===== src/rtl/aud_pkg.sv =====
package aud_pkg;
   localparam int TX_THR_DEF = 8;
   localparam int RX_THR_DEF = 7;
   localparam int MIN_DEPTH  = 16;
endpackage


===== src/rtl/aud_sfifo.sv =====
module aud_sfifo #(
   parameter int DW    = 24,
   parameter int DEPTH = 32,
   localparam int AW   = $clog2(DEPTH),
   localparam int LW   = AW + 1
) (
   input  logic          clk,
   input  logic          rst_n,
   input  logic          clr,
   input  logic          push,
   input  logic          pop,
   input  logic [DW-1:0] wdata,
   output logic [DW-1:0] head,
   output logic [LW-1:0] level,
   output logic          full,
   output logic          empty
);
   logic [DW-1:0] mem [DEPTH];
   logic [LW-1:0] wptr, rptr;
   logic          do_push, do_pop;

   assign level   = wptr - rptr;
   assign full    = (level == LW'(DEPTH));
   assign empty   = (level == '0);
   assign do_push = push && !full && !clr;
   assign do_pop  = pop && !empty && !clr;
   assign head    = mem[rptr[AW-1:0]];

   always_ff @(posedge clk or negedge rst_n) begin
      if (!rst_n) begin
         wptr <= '0;
         rptr <= '0;
      end else if (clr) begin
         wptr <= '0;
         rptr <= '0;
      end else begin
         if (do_push) wptr <= wptr + 1'b1;
         if (do_pop)  rptr <= rptr + 1'b1;
      end
   end

   always_ff @(posedge clk) begin
      if (do_push) mem[wptr[AW-1:0]] <= wdata;
   end
endmodule


===== src/rtl/aud_flush_route.sv =====
module aud_flush_route #(
   parameter bit SHARED = 1'b0
) (
   input  logic enable,
   input  logic soft_rst,
   input  logic tx_flush,
   input  logic rx_flush,
   output logic tx_clr,
   output logic rx_clr
);
   logic tx_hit, rx_hit;
   assign tx_hit = enable && tx_flush;
   assign rx_hit = enable && rx_flush;

   generate
      if (SHARED) begin : g_shared
         assign tx_clr = soft_rst || tx_hit;
         assign rx_clr = soft_rst || tx_hit;
      end else begin : g_split
         assign tx_clr = soft_rst || tx_hit;
         assign rx_clr = soft_rst || rx_hit;
      end
   endgenerate
endmodule


===== src/rtl/aud_svc_req.sv =====
module aud_svc_req #(
   parameter int LW          = 6,
   parameter int TW          = 4,
   parameter bit AT_OR_ABOVE = 1'b0,
   localparam int CW         = (LW > TW) ? LW : TW
) (
   input  logic [LW-1:0] level,
   input  logic [TW-1:0] thr,
   input  logic          enable,
   input  logic          dma_en,
   input  logic          irq_en,
   output logic          dreq,
   output logic          irq
);
   logic [CW-1:0] lvl_x, thr_x;
   logic          cond;

   assign lvl_x = CW'(level);
   assign thr_x = CW'(thr);

   generate
      if (AT_OR_ABOVE) begin : g_fill
         assign cond = (lvl_x >= thr_x) && (lvl_x != '0);
      end else begin : g_drain
         assign cond = (lvl_x <= thr_x);
      end
   endgenerate

   assign dreq = enable && dma_en && cond;
   assign irq  = enable && irq_en && cond;
endmodule


===== src/rtl/aud_fifo_svc.sv =====
module aud_fifo_svc
   import aud_pkg::*;
#(
   parameter int DW           = 24,
   parameter int DEPTH        = 32,
   parameter int TX_THR_W     = 5,
   parameter int RX_THR_W     = 4,
   parameter bit SHARED_FLUSH = 1'b0,
   localparam int LVW         = $clog2(DEPTH) + 1
) (
   input  logic                clk,
   input  logic                rst_n,
   input  logic                enable,
   input  logic                soft_rst,
   input  logic                thr_load,
   input  logic [TX_THR_W-1:0] tx_thr_in,
   input  logic [RX_THR_W-1:0] rx_thr_in,
   input  logic                tx_dma_en,
   input  logic                rx_dma_en,
   input  logic                replay_last,
   input  logic                ie_under,
   input  logic                ie_over,
   input  logic                ie_txreq,
   input  logic                ie_rxreq,
   input  logic                tx_flush,
   input  logic                rx_flush,
   input  logic                clr_under,
   input  logic                clr_over,
   input  logic                bus_wr,
   input  logic [DW-1:0]       bus_wdata,
   input  logic                bus_rd,
   output logic [DW-1:0]       bus_rdata,
   input  logic                ser_tx_req,
   output logic [DW-1:0]       ser_tx_data,
   input  logic                ser_rx_valid,
   input  logic [DW-1:0]       ser_rx_data,
   output logic                tx_dreq,
   output logic                rx_dreq,
   output logic                irq_under,
   output logic                irq_over,
   output logic                irq_txreq,
   output logic                irq_rxreq,
   output logic                tx_under,
   output logic                rx_over,
   output logic [LVW-1:0]      tx_level,
   output logic [LVW-1:0]      rx_level
);
   generate
      if (TX_THR_W < 4 || TX_THR_W > 5) begin : g_bad_txw
         $error("TX_THR_W must be 4 or 5");
      end
      if (RX_THR_W != 4) begin : g_bad_rxw
         $error("RX_THR_W must be 4");
      end
      if (DEPTH < MIN_DEPTH || (DEPTH & (DEPTH - 1)) != 0) begin : g_bad_depth
         $error("DEPTH must be a power of two of at least 16");
      end
   endgenerate

   logic                tx_clr, rx_clr;
   logic                tx_full, tx_empty, rx_full, rx_empty;
   logic [DW-1:0]       tx_head;
   logic [TX_THR_W-1:0] tx_thr;
   logic [RX_THR_W-1:0] rx_thr;
   logic                tx_pop, under_evt, over_evt;

   aud_flush_route #(.SHARED(SHARED_FLUSH)) u_route (
      .enable  (enable),
      .soft_rst(soft_rst),
      .tx_flush(tx_flush),
      .rx_flush(rx_flush),
      .tx_clr  (tx_clr),
      .rx_clr  (rx_clr)
   );

   aud_sfifo #(.DW(DW), .DEPTH(DEPTH)) u_txq (
      .clk  (clk),
      .rst_n(rst_n),
      .clr  (tx_clr),
      .push (enable && bus_wr),
      .pop  (tx_pop),
      .wdata(bus_wdata),
      .head (tx_head),
      .level(tx_level),
      .full (tx_full),
      .empty(tx_empty)
   );

   aud_sfifo #(.DW(DW), .DEPTH(DEPTH)) u_rxq (
      .clk  (clk),
      .rst_n(rst_n),
      .clr  (rx_clr),
      .push (enable && ser_rx_valid),
      .pop  (enable && bus_rd),
      .wdata(ser_rx_data),
      .head (bus_rdata),
      .level(rx_level),
      .full (rx_full),
      .empty(rx_empty)
   );

   assign tx_pop    = enable && ser_tx_req;
   assign under_evt = tx_pop && tx_empty && !tx_clr;
   assign over_evt  = enable && ser_rx_valid && rx_full && !rx_clr;

   always_ff @(posedge clk or negedge rst_n) begin
      if (!rst_n) begin
         ser_tx_data <= '0;
      end else if (soft_rst) begin
         ser_tx_data <= '0;
      end else if (tx_pop && !tx_clr) begin
         if (!tx_empty)         ser_tx_data <= tx_head;
         else if (!replay_last) ser_tx_data <= '0;
      end
   end

   always_ff @(posedge clk or negedge rst_n) begin
      if (!rst_n) begin
         tx_under <= 1'b0;
         rx_over  <= 1'b0;
      end else if (soft_rst) begin
         tx_under <= 1'b0;
         rx_over  <= 1'b0;
      end else begin
         if (under_evt)      tx_under <= 1'b1;
         else if (clr_under) tx_under <= 1'b0;
         if (over_evt)       rx_over  <= 1'b1;
         else if (clr_over)  rx_over  <= 1'b0;
      end
   end

   always_ff @(posedge clk or negedge rst_n) begin
      if (!rst_n) begin
         tx_thr <= TX_THR_W'(TX_THR_DEF);
         rx_thr <= RX_THR_W'(RX_THR_DEF);
      end else if (soft_rst) begin
         tx_thr <= TX_THR_W'(TX_THR_DEF);
         rx_thr <= RX_THR_W'(RX_THR_DEF);
      end else if (thr_load) begin
         tx_thr <= tx_thr_in;
         rx_thr <= rx_thr_in;
      end
   end

   aud_svc_req #(.LW(LVW), .TW(TX_THR_W), .AT_OR_ABOVE(1'b0)) u_txreq (
      .level (tx_level),
      .thr   (tx_thr),
      .enable(enable),
      .dma_en(tx_dma_en),
      .irq_en(ie_txreq),
      .dreq  (tx_dreq),
      .irq   (irq_txreq)
   );

   aud_svc_req #(.LW(LVW), .TW(RX_THR_W), .AT_OR_ABOVE(1'b1)) u_rxreq (
      .level (rx_level),
      .thr   (rx_thr),
      .enable(enable),
      .dma_en(rx_dma_en),
      .irq_en(ie_rxreq),
      .dreq  (rx_dreq),
      .irq   (irq_rxreq)
   );

   assign irq_under = ie_under && tx_under;
   assign irq_over  = ie_over && rx_over;
endmodule


===== config.mk =====
export PLATFORM = sky130hd
export DESIGN_NAME = aud_fifo_svc
export DESIGN_NICKNAME = d
export VERILOG_FILES = /design/src/rtl/aud_pkg.sv /design/src/rtl/aud_sfifo.sv /design/src/rtl/aud_flush_route.sv /design/src/rtl/aud_svc_req.sv /design/src/rtl/aud_fifo_svc.sv
export SDC_FILE = /design/constraint.sdc
export NUM_CORES = 2
export LEC_CHECK = 0
export BUFFER_PORTS_ARGS = -buffer_cell sky130_fd_sc_hd__buf_2
export CAP_MARGIN = 25
export CELL_PAD_IN_SITES_DETAIL_PLACEMENT = 0
export CELL_PAD_IN_SITES_GLOBAL_PLACEMENT = 2
export CORE_ASPECT_RATIO = 0.9
export CORE_UTILIZATION = 40
export CTS_BUF_LIST = sky130_fd_sc_hd__clkbuf_2
export DETAILED_ROUTE_END_ITERATION = 6
export PLACE_DENSITY_LB_ADDON = 0.12
export SYNTH_ARGS = -nofsm -noshare
export SYNTH_HDL_FRONTEND = slang
export SYNTH_SLANG_ARGS = --single-unit

===== constraint.sdc =====
create_clock -name clk -period 4.15 [get_ports clk]
set_input_delay 1.0375 -clock clk [delete_from_list [all_inputs] [get_ports clk]]
set_output_delay 1.0375 -clock clk [all_outputs]
set_load 0.02 [all_outputs]

## Yosys cells after proc, flatten, opt, wreduce, memory -nomap -nowiden

Memories as Yosys holds them, arrays and structs flattened.
Cells that the tools add are included.

| cells by class | value |
|---|---|
| add/subtract/negate cells | 6 |
| magnitude comparators | 2 |
| eq/ne operators | 3 |
| muxes and demuxes | 26 |
| reductions and logical operators | 50 |

Operator list:

| kind | number |
|---|---|
| 24-bit two-way mux | 4 |
| 6-bit two-way mux | 8 |
| 1-bit logical AND | 30 |
| 6-bit by 1-bit adder with 6-bit output, second input constant | 4 |
| 6-bit == test, second input constant | 2 |
| 6-bit logical NOT | 2 |
| 2-bit nonzero test | 6 |
| 6-bit subtractor | 2 |
| 1-bit two-way mux | 10 |
| 5-bit two-way mux | 2 |
| 4-bit two-way mux | 2 |
| 6-bit by 4-bit >= comparator with 1-bit output | 1 |
| 6-bit by 5-bit <= comparator with 1-bit output | 1 |
| 1-bit logical NOT | 6 |
| 3-bit nonzero test | 2 |
| 6-bit nonzero test | 1 |
| 3-bit inequality test, second input constant | 1 |
| 1-bit logical OR | 2 |
| 2-bit AND reduction | 1 |

| storage, ports and cells | value |
|---|---|
| flip-flop bits (word level) | 59 |
| RAM bits | 1536 |
| output and inout port bits | 68 |
| word-level logic and storage cells | 98 |
| memories | 2 |

Memory list:

| memory | depth | bits a word | rd ports | clocked after Yosys merged registers in | write ports | line | text |
|---|---|---|---|---|---|---|---|
| u_rxq.mem | 32 | 24 | 1 | 0 | 1 | aud_sfifo.sv:18 | `logic [DW-1:0] mem [DEPTH];` |
| u_txq.mem | 32 | 24 | 1 | 0 | 1 | aud_sfifo.sv:18 |  |

## Logic depth before layout (Yosys ltp)

| logic depth | value |
|---|---|
| depth after elaboration | 7 |
| gate-level depth with buffers | 13 |
| depth with buffers taken out | 11 |

## Hierarchy

Synthesis repeated with hierarchy kept, for this count alone.

| unflattened totals | value |
|---|---|
| cell total of the unflattened synthesis | 2733 |
| area total of the unflattened synthesis | 62158.4 sq um |

By module, submodules not included:

| module | instances | cells an instance | area an instance (sq um) | sequential area each (sq um) |
|---|---|---|---|---|
| aud_sfifo | 2 | 1297 | 30247.8 | 23362.4 |
| aud_fifo_svc | 1 | 99 | 1373.8 | 880.8 |
| aud_svc_req at u_txreq | 1 | 20 | 142.6 | 0.0 |
| aud_svc_req at u_rxreq | 1 | 18 | 131.4 | 0.0 |
| aud_flush_route | 1 | 2 | 15.0 | 0.0 |

## Worst setup path after synthesis

OpenSTA, ideal clock, no wires.

| timing | value |
|---|---|
| kind | register -> register |
| start | reg u_rxq.rptr[1] |
| end | mem u_rxq.mem[15][0], enable pin |
| setup time | 405 ps |
| arrival time | 3849 ps |
| required time | 3745 ps |
| slack | -104 ps |
| stages on the path, launching flop included | 13 |
| buffers on the path | 4 |
| clock period less this slack | 4254 ps |
| path through | dfrtp_1 -> buf_2 -> buf_2 -> buf_1 -> inv_1 -> fa_1 -> xor2_2 -> nor4b_1 -> mux2i_1 -> a211o_1 -> buf_2 -> nand3_2 -> nor2_1 |

| between the ends | value |
|---|---|
| cells in the longest elaborated chain, start to end | 7 |

Ends and longest elaborated chain:

| item | line | text |
|---|---|---|
| start, declared | aud_sfifo.sv:19 | `logic [LW-1:0] wptr, rptr;` |
| start signal, assigned | aud_sfifo.sv:38 | `if (do_pop) rptr <= rptr + 1'b1;` |
| 6-bit subtractor | aud_sfifo.sv:22 | `assign level = wptr - rptr;` |
| net rx_level[2] | aud_fifo_svc.sv:46 | `output logic [LVW-1:0] rx_level` |
| 6-bit == test | aud_sfifo.sv:23 | `assign full = (level == LW'(DEPTH));` |
| 1-bit logical NOT | aud_sfifo.sv:25 | `assign do_push = push && !full && !clr;` |
| 1-bit logical AND (2 in series) | aud_sfifo.sv:25 |  |
| 1-bit two-way mux | aud_sfifo.sv:43 | `if (do_push) mem[wptr[AW-1:0]] <= wdata;` |
| 1-bit two-way mux (implied by the code) | aud_sfifo.sv:43 |  |
| end, declared | aud_sfifo.sv:18 |  |

The timed path passes the listed nets, and every way through them passes these cells.

## Worst setup path after layout

| timing | value |
|---|---|
| start | reg u_rxq.rptr[0] |
| end | out rx_dreq |

| between the ends | value |
|---|---|
| cells in the longest elaborated chain, start to end | 4 |

Ends and longest elaborated chain:

| item | line | text |
|---|---|---|
| 6-bit subtractor (*) | aud_sfifo.sv:22 |  |
| 6-bit by 4-bit >= comparator with 1-bit output / 6-bit nonzero test (equally long branches) | aud_svc_req.sv:23 | `assign cond = (lvl_x >= thr_x) && (lvl_x != '0);` |
| 1-bit logical AND (*) | aud_svc_req.sv:23 |  |
| 1-bit logical AND (*) | aud_svc_req.sv:29 | `assign dreq = enable && dma_en && cond;` |
| end, declared | aud_fifo_svc.sv:38 | `output logic rx_dreq,` |

Mark *: on every way between the ends. The rest lies on a longest branch, timed or not.

==> flow_summary.ini <==
[status]
outcome = complete, but fails checks
violations = negative setup slack

[sta]
setup_viol = 37
setup_ws_ns = -1.10
relSlewSlack = 0.246
drv_slew = 0
skew_ns = 0.187
grt_setup_unrepaired = yes
setup_tns_ns = -29.75
fin_crit_sh = 1.26
fin_crit_ns = 5.25
hold_viol_final = 0
fmax_ghz = 0.191
worstMarginPinSlew_ns = 1.13

[placed_design]
dp_hpwl_um = 95400
dpl.cell_count = 5201
io_buffer_count = 144
post-place-ws_ns = 0.177
gp_congestion = 0.767

[synthesis]
yosysWarnings = 0
yosysTopAreaCellShare = 0.741
synth_cell_types = 63
synthArstFlopShare = 0.0370
synth_ff_type = edfxtp_1
syn_area_per_cell_um2 = 20.6
synth_compound_area_frac = 0.0302
yosysMostFrequentCell = edfxtp_1
syn-num-nets = 3124
synth-edff-count = 1536
synth_top_area_cell = edfxtp_1
synth_top_cells_by_count = edfxtp_1, mux4_2, mux2i_1, nand2_1, nor2_1
synthXorXnorAreaFrac = 0.00151
yosys-top-cells-area = edfxtp_1, mux4_2, mux2i_1
synth_fa_ha_area_frac = 0.00647
synth-simple-area-share = 0.0342
synth_top_family_by_area = multiplexers
yosys_register_bits = 1595
synth_seq_area_share = 0.765
syn_area_um2 = 62200
synthMuxAreaShare = 0.149
syn_inst = 3016

[route]
drcViolationCount = 0
post_drt_wl_per_cell_um = 28.6
first_iter_violations = 2957
num_vias = 34000
routed_via_density = 5.53
drtPass1Iterations = 6
antenna_left = 0
wirelength_um = 176000

[critical_path]
worstSetupStartpointType = register
cp.required_ns = 3.11
end_kind = output port
path_max_fanout = 3
setup.worst_path.class = reg -> out
critical_path_arrival_ns = 4.21

[pwr]
peakVddDrop_mv = 0.285
pwr_density_cell_nw_per_um2 = 405
p_total_mw = 30.1
leakagePower_nw = 24.1

[clock_network]
insertion_delay_ns = 1.76
cts_tree = yes
cts_buffer_depth = 4
clock-sinks = 1595
cts.clk_slew.worst_paths_ns = 0.10
clockRootBuffer = clkbuf_2
cts-htree-levels = 5
numCtsBuffers = 409

[global_routing]
grt_max_degree = 116
grt_pass1_vias = 34700
gr-usage-met1 = 0.318
top_usage_layer = met2
gr-usage-met3 = 0.0450
grt_usage = 0.217
antenna_found_initial = 11
grt_pass1_wl_um = 244000
use_met2 = 0.325
overflow = 0

[cells_and_area]
area_growth_pct = 19.3
fin_nets = 3894
finalNonFillerCells = 6147
drive_above_1_share = 0.384
final_util = 0.483

[floorplan]
die_h_um = 376
start_util = 0.405
die_area_um2 = 157000
rows = 136
core_um2 = 154000
die_w_um = 418
io_pins = 145

[run]
cap_violations = 0

[worst_hold_path]
hp-class = in -> reg
## flip-flops by register name (all words and copies together), names as in the netlist
signal       count
u_rxq.rptr       6
rx_over          1
u_txq.mem      768
u_txq.rptr       6
tx_under         1
tx_thr           5
rx_thr           4
u_rxq.mem      768
ser_tx_data     24
u_txq.wptr       6
u_rxq.wptr       6
## where the power goes
group          internal [mW]  switching [mW]
clock                   3.90            6.25
sequential              17.7          0.0295
combinational           1.05            1.16
## worst paths after layout
kind	from	end	slack, ns	depth (start not counted)
max	u_rxq.rptr[0]	rx_dreq	-1.10	9
min	thr_load	rx_thr[1]	0.31	3
max reg2reg	u_txq.rptr[0]	u_txq.mem[30][14]	0.16	21
min reg2reg	ser_tx_data[5]	ser_tx_data[5]	0.51	1
max in group asynchronous	rst_n	u_txq.wptr[1]	3.18	4
min in group asynchronous	rst_n	tx_thr[3]	0.49	3
## logic make-up (layout without fill, tap and decap cells)
family	count (synthesis)	count (layout)
and+or+nand+nor	431	431
xor gates and xnor gates	9	9
muxes	492	492
other	0	9
AOI/OAI and AO/OA	269	269
adders and majority gates	31	31
buffers and inverters	189	1241
DFF	1595	1595
## final cells by class
cell class,count,area [um^2]
clock inverter,126,593
multi-input combinational,1232,14700
clock buffer,567,2840
fill,12900,79400
antenna,9,22.5
inverter,28,128
sequential,1595,47600
tap,2070,2590
timing repair buffer,520,5690
## per-layer routing
| metal | vias to the layer above | part of all wire |
|---|---|---|
| met1 | 18100 | 0.45 |
| met5 | - | 0.00015 |
| met3 | 271 | 0.070 |
| met2 | 1336 | 0.45 |
| li1 | 14300 | - |
| met4 | 4 | 0.021 |
## per-stage QoR
stage	instance area, um^2	hold WS (ns)
after detailed placement	66400	0.495
after global placement	66400	0.487
after CTS	72600	0.0140
after floorplan	62200	0.482
final	74200	0.314
after global routing	74200	0.0722
## critical path, stage by stage, from the launching register on
cell and delay (ns):
dfrtp_4 0.52, ha_4 0.17, inv_2 0.05, fa_2 0.45, buf_4 0.18, nor4_2 0.38
mux2i_1 0.20, a211oi_2 0.29, nor2_1 0.09, buf_4 0.16
## what timing repair did
action	4_1_cts	5_1_grt
pin swaps	32	43
hold endpoints to repair	1652	0
hold buffers	116	0
gates resized for setup	199	176
gates cloned	14	20
buffers inserted	49	54
setup endpoints to repair	39	686
## cell usage in the layout, fill, tap and decap left out, drive strengths merged, types with 45 or more instances in the layout
master / instances
edfxtp: 1536
nand3: 67
buf: 384
nor2: 103
a22oi: 52
a21oi: 82
mux2i: 144
mux4: 345
nand2: 113
clkinv: 117
nor2b: 45
dfrtp: 55
dlygate4sd3: 115
clkbuf: 588
Power figures use the tool's default switching activity.
